$ cat src/rtl/hdlc_rx_pkg.sv
package hdlc_rx_pkg;

    localparam int BYTE_W    = 8;
    localparam int FCS_BYTES = 2;
    localparam int HOLD_D    = FCS_BYTES + 1;

    localparam logic [15:0] CRC_PRESET  = 16'hFFFF;
    localparam logic [15:0] CRC_RESIDUE = 16'hF0B8;
    localparam logic [15:0] CRC_POLY_R  = 16'h8408;
    localparam logic [BYTE_W-1:0] ALL_CALL = 8'hFF;

    typedef enum logic [1:0] {
        ST_MID      = 2'b00,
        ST_FIRST    = 2'b01,
        ST_LAST_OK  = 2'b10,
        ST_LAST_BAD = 2'b11
    } byte_stat_e;

    typedef struct packed {
        byte_stat_e        stat;
        logic [BYTE_W-1:0] data;
    } q_word_t;

    typedef struct packed {
        logic              byte_vld;
        logic              flag;
        logic              abort;
        logic              aligned;
        logic [BYTE_W-1:0] data;
    } line_evt_t;

    function automatic logic [15:0] crc_step(input logic [15:0] c, input logic [BYTE_W-1:0] d);
        logic [15:0] r;
        r = c;
        for (int i = 0; i < BYTE_W; i++) begin
            if (r[0] ^ d[i]) r = (r >> 1) ^ CRC_POLY_R;
            else             r = r >> 1;
        end
        return r;
    endfunction

endpackage

$ cat src/rtl/hdlc_rx_deframe.sv
module hdlc_rx_deframe
    import hdlc_rx_pkg::*;
(
    input  logic      clk,
    input  logic      rst,
    input  logic      clr,
    input  logic      bit_en,
    input  logic      bit_in,
    output line_evt_t evt
);
    localparam int NB_W = $clog2(BYTE_W);

    logic [2:0]        ones_q;
    logic [BYTE_W-1:0] sr_q;
    logic [NB_W-1:0]   nbits_q;
    line_evt_t         evt_q;
    logic [BYTE_W-1:0] sr_next;
    logic              keep_bit;

    assign sr_next  = {bit_in, sr_q[BYTE_W-1:1]};
    // a one is data while the run stays at five or fewer; a zero is data unless it is a stuff or flag end
    assign keep_bit = bit_in ? (ones_q < 3'd5) : (ones_q != 3'd5 && ones_q != 3'd6);

    always_ff @(posedge clk) begin
        if (rst) begin
            ones_q  <= '0;
            sr_q    <= '0;
            nbits_q <= '0;
            evt_q   <= '0;
        end else begin
            evt_q <= '0;
            if (clr) begin
                ones_q  <= '0;
                nbits_q <= '0;
            end else if (bit_en) begin
                if (bit_in) begin
                    if (ones_q != 3'd7) ones_q <= ones_q + 3'd1;
                    if (ones_q == 3'd6) evt_q.abort <= 1'b1;
                end else begin
                    ones_q <= '0;
                end
                if (!bit_in && ones_q == 3'd6) begin
                    evt_q.flag    <= 1'b1;
                    // flag contributes its zero and five ones as data bits
                    evt_q.aligned <= (nbits_q == NB_W'(6));
                    nbits_q       <= '0;
                end else if (keep_bit) begin
                    sr_q    <= sr_next;
                    nbits_q <= nbits_q + 1'b1;
                    if (nbits_q == NB_W'(BYTE_W - 1)) begin
                        evt_q.byte_vld <= 1'b1;
                        evt_q.data     <= sr_next;
                    end
                end
            end
        end
    end

    assign evt = evt_q;
endmodule

$ cat src/rtl/hdlc_rx_frame.sv
module hdlc_rx_frame
    import hdlc_rx_pkg::*;
(
    input  logic              clk,
    input  logic              rst,
    input  logic              clr,
    input  line_evt_t         evt,
    input  logic              addr_en,
    input  logic [BYTE_W-1:0] station,
    output logic              wr_en,
    output q_word_t           wr_word,
    output logic              busy
);
    localparam int CNT_W = $clog2(HOLD_D + 1);

    logic              in_frame_q;
    logic              wrote_q;
    logic [CNT_W-1:0]  cnt_q;
    logic [15:0]       crc_q;
    logic [BYTE_W-1:0] hold_q [HOLD_D];
    logic              hold_full;
    logic              addr_reject;
    byte_stat_e        close_stat;

    assign hold_full   = (cnt_q == CNT_W'(HOLD_D));
    assign addr_reject = addr_en && (evt.data != station) && (evt.data != ALL_CALL);
    assign close_stat  = (evt.aligned && crc_q == CRC_RESIDUE) ? ST_LAST_OK : ST_LAST_BAD;
    assign busy        = in_frame_q && (cnt_q != '0);

    always_ff @(posedge clk) begin
        if (rst) begin
            in_frame_q <= 1'b0;
            wrote_q    <= 1'b0;
            cnt_q      <= '0;
            crc_q      <= CRC_PRESET;
            wr_en      <= 1'b0;
            wr_word    <= '0;
            for (int i = 0; i < HOLD_D; i++) hold_q[i] <= '0;
        end else begin
            wr_en <= 1'b0;
            if (clr) begin
                in_frame_q <= 1'b0;
                cnt_q      <= '0;
            end else if (evt.abort && in_frame_q) begin
                if (hold_full) begin
                    wr_en   <= 1'b1;
                    wr_word <= '{stat: ST_LAST_BAD, data: hold_q[HOLD_D-1]};
                end
                in_frame_q <= 1'b0;
                cnt_q      <= '0;
            end else if (evt.flag) begin
                if (in_frame_q && hold_full) begin
                    wr_en   <= 1'b1;
                    wr_word <= '{stat: close_stat, data: hold_q[HOLD_D-1]};
                end
                in_frame_q <= 1'b1;
                cnt_q      <= '0;
                crc_q      <= CRC_PRESET;
                wrote_q    <= 1'b0;
            end else if (evt.byte_vld && in_frame_q) begin
                if (cnt_q == '0 && addr_reject) begin
                    in_frame_q <= 1'b0;
                end else begin
                    crc_q     <= crc_step(crc_q, evt.data);
                    hold_q[0] <= evt.data;
                    for (int i = 1; i < HOLD_D; i++) hold_q[i] <= hold_q[i-1];
                    if (!hold_full) begin
                        cnt_q <= cnt_q + 1'b1;
                    end else begin
                        wr_en   <= 1'b1;
                        wr_word <= '{stat: (wrote_q ? ST_MID : ST_FIRST), data: hold_q[HOLD_D-1]};
                        wrote_q <= 1'b1;
                    end
                end
            end
        end
    end
endmodule

$ cat src/rtl/hdlc_rx_fifo.sv
module hdlc_rx_fifo
    import hdlc_rx_pkg::*;
#(
    parameter int DEPTH = 16
) (
    input  logic    clk,
    input  logic    rst,
    input  logic    wr_en,
    input  q_word_t wr_word,
    input  logic    rd_en,
    output q_word_t rd_word,
    output logic    empty
);
    localparam int AW = $clog2(DEPTH);

    q_word_t       mem [DEPTH];
    logic [AW-1:0] wp_q, rp_q;
    logic [AW:0]   cnt_q;
    logic          do_wr, do_rd;

    assign do_wr   = wr_en && (cnt_q != (AW+1)'(DEPTH));
    assign do_rd   = rd_en && (cnt_q != '0);
    assign empty   = (cnt_q == '0);
    assign rd_word = mem[rp_q];

    always_ff @(posedge clk) begin
        if (do_wr) mem[wp_q] <= wr_word;
    end

    always_ff @(posedge clk) begin
        if (rst) begin
            wp_q  <= '0;
            rp_q  <= '0;
            cnt_q <= '0;
        end else begin
            if (do_wr) wp_q <= wp_q + 1'b1;
            if (do_rd) rp_q <= rp_q + 1'b1;
            case ({do_wr, do_rd})
                2'b10:   cnt_q <= cnt_q + 1'b1;
                2'b01:   cnt_q <= cnt_q - 1'b1;
                default: cnt_q <= cnt_q;
            endcase
        end
    end
endmodule

$ cat src/rtl/hdlc_idle_mon.sv
module hdlc_idle_mon #(
    parameter int RUN = 15
) (
    input  logic clk,
    input  logic rst,
    input  logic bit_valid,
    input  logic bit_in,
    output logic idle_chan,
    output logic idle_valid
);
    localparam int CW = $clog2(RUN + 1);

    logic [CW-1:0] run_q, seen_q;
    logic          zero_q;

    always_ff @(posedge clk) begin
        if (rst) begin
            run_q  <= '0;
            seen_q <= '0;
            zero_q <= 1'b0;
        end else if (bit_valid) begin
            if (seen_q != CW'(RUN)) seen_q <= seen_q + 1'b1;
            if (bit_in) begin
                if (run_q != CW'(RUN)) run_q <= run_q + 1'b1;
            end else begin
                run_q  <= '0;
                zero_q <= 1'b1;
            end
        end
    end

    assign idle_chan  = (run_q == CW'(RUN));
    assign idle_valid = zero_q || (seen_q == CW'(RUN));
endmodule

$ cat src/rtl/hdlc_rx_top.sv
module hdlc_rx_top
    import hdlc_rx_pkg::*;
#(
    parameter int FIFO_DEPTH = 16,
    parameter int IDLE_RUN   = 15
) (
    input  logic       clk,
    input  logic       rst,
    input  logic       bit_valid,
    input  logic       bit_in,
    input  logic       rx_enable,
    input  logic       addr_filter_en,
    input  logic [7:0] station_addr,
    input  logic       rd_en,
    output logic [7:0] rd_data,
    output logic [1:0] rd_status,
    output logic       rd_empty,
    output logic       idle_chan,
    output logic       idle_valid
);
    line_evt_t evt;
    q_word_t   wr_word, rd_word;
    logic      wr_en, busy, active;

    assign active = rx_enable || busy;

    hdlc_rx_deframe u_deframe (
        .clk(clk), .rst(rst), .clr(!active),
        .bit_en(bit_valid && active), .bit_in(bit_in), .evt(evt)
    );

    hdlc_rx_frame u_frame (
        .clk(clk), .rst(rst), .clr(!active), .evt(evt),
        .addr_en(addr_filter_en), .station(station_addr),
        .wr_en(wr_en), .wr_word(wr_word), .busy(busy)
    );

    hdlc_rx_fifo #(.DEPTH(FIFO_DEPTH)) u_fifo (
        .clk(clk), .rst(rst), .wr_en(wr_en), .wr_word(wr_word),
        .rd_en(rd_en), .rd_word(rd_word), .empty(rd_empty)
    );

    hdlc_idle_mon #(.RUN(IDLE_RUN)) u_idle (
        .clk(clk), .rst(rst), .bit_valid(bit_valid), .bit_in(bit_in),
        .idle_chan(idle_chan), .idle_valid(idle_valid)
    );

    assign rd_data   = rd_word.data;
    assign rd_status = rd_word.stat;
endmodule

$ cat config.mk
export PLATFORM = sky130hd
export DESIGN_NAME = hdlc_rx_top
export DESIGN_NICKNAME = d
export VERILOG_FILES = /design/src/rtl/hdlc_rx_pkg.sv /design/src/rtl/hdlc_rx_deframe.sv /design/src/rtl/hdlc_rx_frame.sv /design/src/rtl/hdlc_rx_fifo.sv /design/src/rtl/hdlc_idle_mon.sv /design/src/rtl/hdlc_rx_top.sv
export SDC_FILE = /design/constraint.sdc
export NUM_CORES = 1
export LEC_CHECK = 0
export ABC_CLOCK_PERIOD_IN_PS = 11100
export BUFFER_PORTS_ARGS = -buffer_cell sky130_fd_sc_hd__buf_2
export CORE_ASPECT_RATIO = 1.5
export CORE_UTILIZATION = 65
export CTS_BUF_LIST = sky130_fd_sc_hd__clkbuf_4
export CTS_CLUSTER_SIZE = 25
export DETAILED_ROUTE_END_ITERATION = 10
export PLACE_DENSITY_LB_ADDON = 0.3
export SYNTH_ARGS = -nofsm -noshare
export SYNTH_HDL_FRONTEND = slang
export SYNTH_SLANG_ARGS = --single-unit
$ cat constraint.sdc
create_clock -name clk -period 11.1 [get_ports clk]
set_input_delay 2.22 -clock clk [delete_from_list [all_inputs] [get_ports clk]]
set_output_delay 2.22 -clock clk [all_outputs]
set_load 0.02 [all_outputs]
---- Word level (Yosys, flattened, before mapping) ----
Memories as Yosys holds them, arrays and structs flattened. A register that Yosys moved wholly into a read port is not among the register bits.
Index checks and enable logic that the tools add are counted.
word-level totals
  bits in read-only memories .............. 0
  memory bits (writable) .................. 184
  output and inout port bits .............. 13
  memories kept ........................... 2
  bits of input ports ..................... 15
  flip-flop bits (word level) ............. 79
  bits in latches ......................... 0
cells by class
  bitwise operators ....................... 28
  multiply operators ...................... 0
  divide/modulo/power cells ............... 0
  muxes and demuxes ....................... 102
  eq/ne operators ......................... 23
  shifts and indexed selects .............. 0
  reduce and logical (&&, ||, !) cells .... 45
  $lt $le $gt $ge ......................... 1
  $add $sub $neg .......................... 9
memory list
  name            words  bits a word  read ports  clocked after Yosys merged registers in  write ports  line                 RTL
  u_fifo.mem      16     10           1           1                                        1            hdlc_rx_fifo.sv:16   q_word_t mem [DEPTH];
  u_frame.hold_q  3      8            3           0                                        3            hdlc_rx_frame.sv:20  logic [BYTE_W-1:0] hold_q [HOLD_D];
operator list
  cell                    count
  $mux W16                53
  $mux W10                7
  $mux W1                 30
  $mux W8                 3
  $not A2 Y3              8
  $add A4 B1 Y4 const B   4
  $eq A16 B16 Y1 const B  1
  $mux W4                 4
  $logic_and A1 B1 Y1     13
  $mux W3                 4
  $reduce_and A2 Y1       6
  $reduce_bool A2 Y1      6
  $reduce_or A4 Y1        3
  $pmux W5 S2             1
  $eq A3 B3 Y1 const B    3
  $ne A3 B3 Y1 const B    3
  $not A1 Y1              9
  $eq A4 B4 Y1 const B    2
  $ne A4 B4 Y1 const B    2
  $ne A8 B8 Y1            1
  $ne A8 B8 Y1 const B    1
  $reduce_and A4 Y1       2
  $xor A1 B1 Y1           8
  $add A3 B1 Y3 const B   2
  25 further kinds        32

---- Logic depth before layout (Yosys ltp) ----
  depth in word-level cells ............... 63
  mapped depth ............................ 12
  gate-level depth less buffers ........... 11

---- Cells and area by module ----
From an unflattened synthesis, not the netlist that was laid out.
unflattened totals
  cells, all modules ...................... 781
  area total of the unflattened synthesis .. 11199.5 um^2
by module, submodules not included
  module           instances  cells an instance  sequential area each (um^2)  area an instance (um^2)
  hdlc_rx_fifo     1          377                5144.9                       7063.0
  hdlc_rx_frame    1          254                1341.3                       2633.8
  hdlc_rx_deframe  1          97                 500.5                        1044.8
  hdlc_idle_mon    1          51                 180.2                        446.7
  hdlc_rx_top      1          2                  0.0                          11.3

---- Worst setup path after synthesis ----
OpenSTA, ideal clock, no wires.
  path type ............................... input to register
  start ................................... input port station_addr[3]
  end ..................................... memory u_frame.hold_q[0][0] (enable)
  path slack .............................. 5.472 ns
  arrival ................................. 5.186 ns
  data required time ...................... 10.658 ns
  buffers on the path ..................... 0
  stages on the path ...................... 5
  library setup time ...................... 0.442 ns
  cell sequence ........................... xor2_1 -> nor4_2 -> a21oi_2 -> or2_1 -> o31ai_1
RTL lines
  item         line                 RTL
  from (decl)  hdlc_rx_top.sv:13    input logic [7:0] station_addr,
  to (decl)    hdlc_rx_frame.sv:20

==> flow_metrics.env <==
export IMPL_status="finished, final reports clean"
export IMPL_rsz0062_at_grt="no"
export IMPL_synth_main_ff_cell="edfxtp_1"
export IMPL_wire_per_inst_um=20.4
export IMPL_core_area_sq_mm=0.0163
export IMPL_finalHoldViolations=0
export IMPL_drv_cap=0
export IMPL_ir_worst_vdd_v=0.0000916
export IMPL_setup_tns_ns=0
export IMPL_ys_seq_elements=266
export IMPL_port_buffer_count=27
export IMPL_min_period_over_period_pct=46.4
export IMPL_layout_drive_gt1_share_pct=21.8
export IMPL_via_count=6309
export IMPL_synth_top_area_share_pct=50.6
export IMPL_syn_inst=740
export IMPL_dpl_hpwl_mm=14.3
export IMPL_finalWirelength_mm=21.4
export IMPL_worst_path_max_fanout=40
export IMPL_grtUsageTotal_pct=26.4
export IMPL_seqCellArea_sq_mm=0.00717
export IMPL_crit_chain="buf_4 -> mux4_2 -> mux4_2 -> buf_2"
export IMPL_multi_input_area_sq_mm=0.00355
export IMPL_nFillCells=1006
export IMPL_synth_top_area_cell="edfxtp_1"
export IMPL_final_max_slew_viol_count=0
export IMPL_gr_total_overflow=0
export IMPL_gp_congestion=0.857
export IMPL_clkTransAtPathRegs_ns=0.07
export IMPL_cp_start_kind="register"
export IMPL_postLayoutCellArea_sq_mm=0.0120
export IMPL_clock_skew_ns=0.0628
export IMPL_power_leakage_nw=4.50
export IMPL_root_buffer="clkbuf_4"
export IMPL_slowest_delay_ns=0.61
export IMPL_cp_required_ns=8.88
export IMPL_area_growth_pct=9.76
export IMPL_cts_hold_buf=0
export IMPL_path_class="reg -> out"
export IMPL_ys_types=53
export IMPL_yosysWarnings=0
export IMPL_cts_buffers=57
export IMPL_avgSynthCellArea_sq_um=14.8
export IMPL_cts_setup_buffers=0
export IMPL_grt_max_degree=56
export IMPL_synthArstFlopShare_pct=0
export IMPL_route_detailed_drc=0
export IMPL_cp_slowest_cell="mux4_2"
export IMPL_power_density_mw_per_mm2=152
export IMPL_clock_sinks=266
export IMPL_synth_cell_area_sq_mm=0.0109
export IMPL_grt_pass1_wl_mm=34.4
export IMPL_grt_pass1_vias=6728
export IMPL_cts_tree="built"
export IMPL_ys_seq_area_share_pct=65.6
export IMPL_cp_arrival_ns=2.93
export IMPL_rows=57
export IMPL_die_h_um=161
export IMPL_die_w_um=108
export IMPL_start_util_pct=66.9
export IMPL_h_tree_depth=2
export IMPL_clk_latency_ns=0.68
export IMPL_viasPerCell=6.03
export IMPL_ant_nets=0
export IMPL_fin_nets=836
export IMPL_cpMostUsedCell="mux4_2"
export IMPL_r2r_slack_ns=7.84
export IMPL_fmax_mhz=194
export IMPL_drt_iter0_markers=427
export IMPL_slew_headroom_pct=9.94
export IMPL_cts_path_max_buffers=3
export IMPL_ios=28
export IMPL_final_common_cell="edfxtp_1"
export IMPL_crit_path_end_kind="output pin"
export IMPL_synth_nets=776
export IMPL_fin_crit_ns=5.15
export IMPL_synth_edf_count=184
export IMPL_setup_viol=0
export IMPL_tightest_slew_ns=1.35
export IMPL_final_util_pct=73.4
export IMPL_final_cell_mix="edfxtp_1, clkbuf_4, dfxtp_1"
export IMPL_dpl_cell_area_sq_mm=0.0112
export IMPL_antenna_found_initial=1
export IMPL_hold_class="reg -> reg"
export IMPL_drt_first_pass_iters=4
export IMPL_cts_resized=0
export IMPL_ys_top_cells_by_area="edfxtp_1, dfxtp_1, mux4_2"
export IMPL_dieArea_sq_mm=0.0173
==> cell type report <==
type / count / share of cell area, %
flip-flops and latches: 266 / 59.8
multi-input cells: 420 / 29.6
clock buffers: 84 / 5.26
well taps: 206 / 2.15
repair buffers: 34 / 1.57
clock inverters: 14 / 0.918
inverters: 21 / 0.658
diodes: 1 / 0.0209
==> metal layers <==
layer / global-route usage (%) / wire [um] / up-vias
met5: 0 / 0 / -
met4: 11.1 / 661 / 0
met3: 4.26 / 950 / 52
met2: 49.7 / 12100 / 226
met1: 28.7 / 7620 / 3106
li1: - / - / 2925
==> cell usage after synthesis (19+ instances only) <==
library cell	instances
edfxtp_1	184
dfxtp_1	82
nor2_1	72
mux4_2	50
and2_1	33
a21oi_1	31
nand3_1	24
xnor2_1	24
inv_1	21
clkbuf_1	20
ha_1	20
nand2_1	20
mux2i_1	19
o21ai_0	19
==> power breakdown <==
part | total [mW] | leakage [nW] | switching (mW) | internal [mW]
logic | 0.0270 | 1.33 | 0.0187 | 0.00829
clock network | 0.742 | 0.437 | 0.351 | 0.391
registers | 1.06 | 2.74 | 0.00267 | 1.05
total | 1.82 | 4.50 | 0.372 | 1.45
==> kinds of logic (layout without fill, tap and decap cells) <==
group,Yosys count,in the layout,share of synthesized area (%)
AND/OR/NAND/NOR,197,197,9.27
flip-flops,266,266,65.6
buffers and inverters,54,153,1.98
other,0,1,0
XOR/XNOR,41,41,3.29
adder cells (fa/ha/maj),21,21,2.47
multiplexers,69,69,12.1
AO/OA/AOI/OAI,92,92,5.32
==> critical path, delay by kind of cell (launching register included) <==
kind,cells,cell delay [ns]
flip-flops,1,0.31
buffers and inverters,2,0.78
multiplexers,2,1.14
==> path summary, 6_finish.rpt <==
kind | from | endpoint | cells after the start
max | register | rd_data[3] | 4
min | u_frame.wrote_q$_SDFFE_PP0P_ | u_frame.wrote_q$_SDFFE_PP0P_ | 1
max reg2reg | u_fifo.cnt_q[0]$_SDFFE_PP0P_ | u_fifo.cnt_q[4]$_SDFFE_PP0P_ | 11
min reg2reg | u_frame.wrote_q$_SDFFE_PP0P_ | u_frame.wrote_q$_SDFFE_PP0P_ | 1
==> per-stage QoR <==
stage | worst slack, ns | hold WS (ns) | cells | power, mW
2_1_floorplan | 5.47 | 0.428 | 740 | 1.10
3_3_place_gp | 6.31 | 0.439 | 947 | 1.10
3_5_place_dp | 6.21 | 0.447 | 947 | 1.10
4_1_cts | 5.88 | 0.461 | 1045 | 1.84
5_1_grt | 5.79 | 0.471 | 1046 | 1.89
6_report | 5.95 | 0.462 | 1046 | 1.82
==> registers in the layout, indices dropped and copies added (netlist names), 4 cells and up, named ones only <==
| name | count |
|---|---|
| u_fifo.wp_q | 4 |
| u_fifo.cnt_q | 5 |
| u_deframe.sr_q | 7 |
| u_idle.seen_q | 4 |
| u_idle.run_q | 4 |
| u_frame.hold_q | 24 |
| u_fifo.rp_q | 4 |
| u_frame.crc_q | 16 |
| u_deframe.evt | 12 |
| u_frame.wr_word | 10 |
| u_fifo.mem | 160 |
Note: power is estimated with default switching activity, not from simulation.
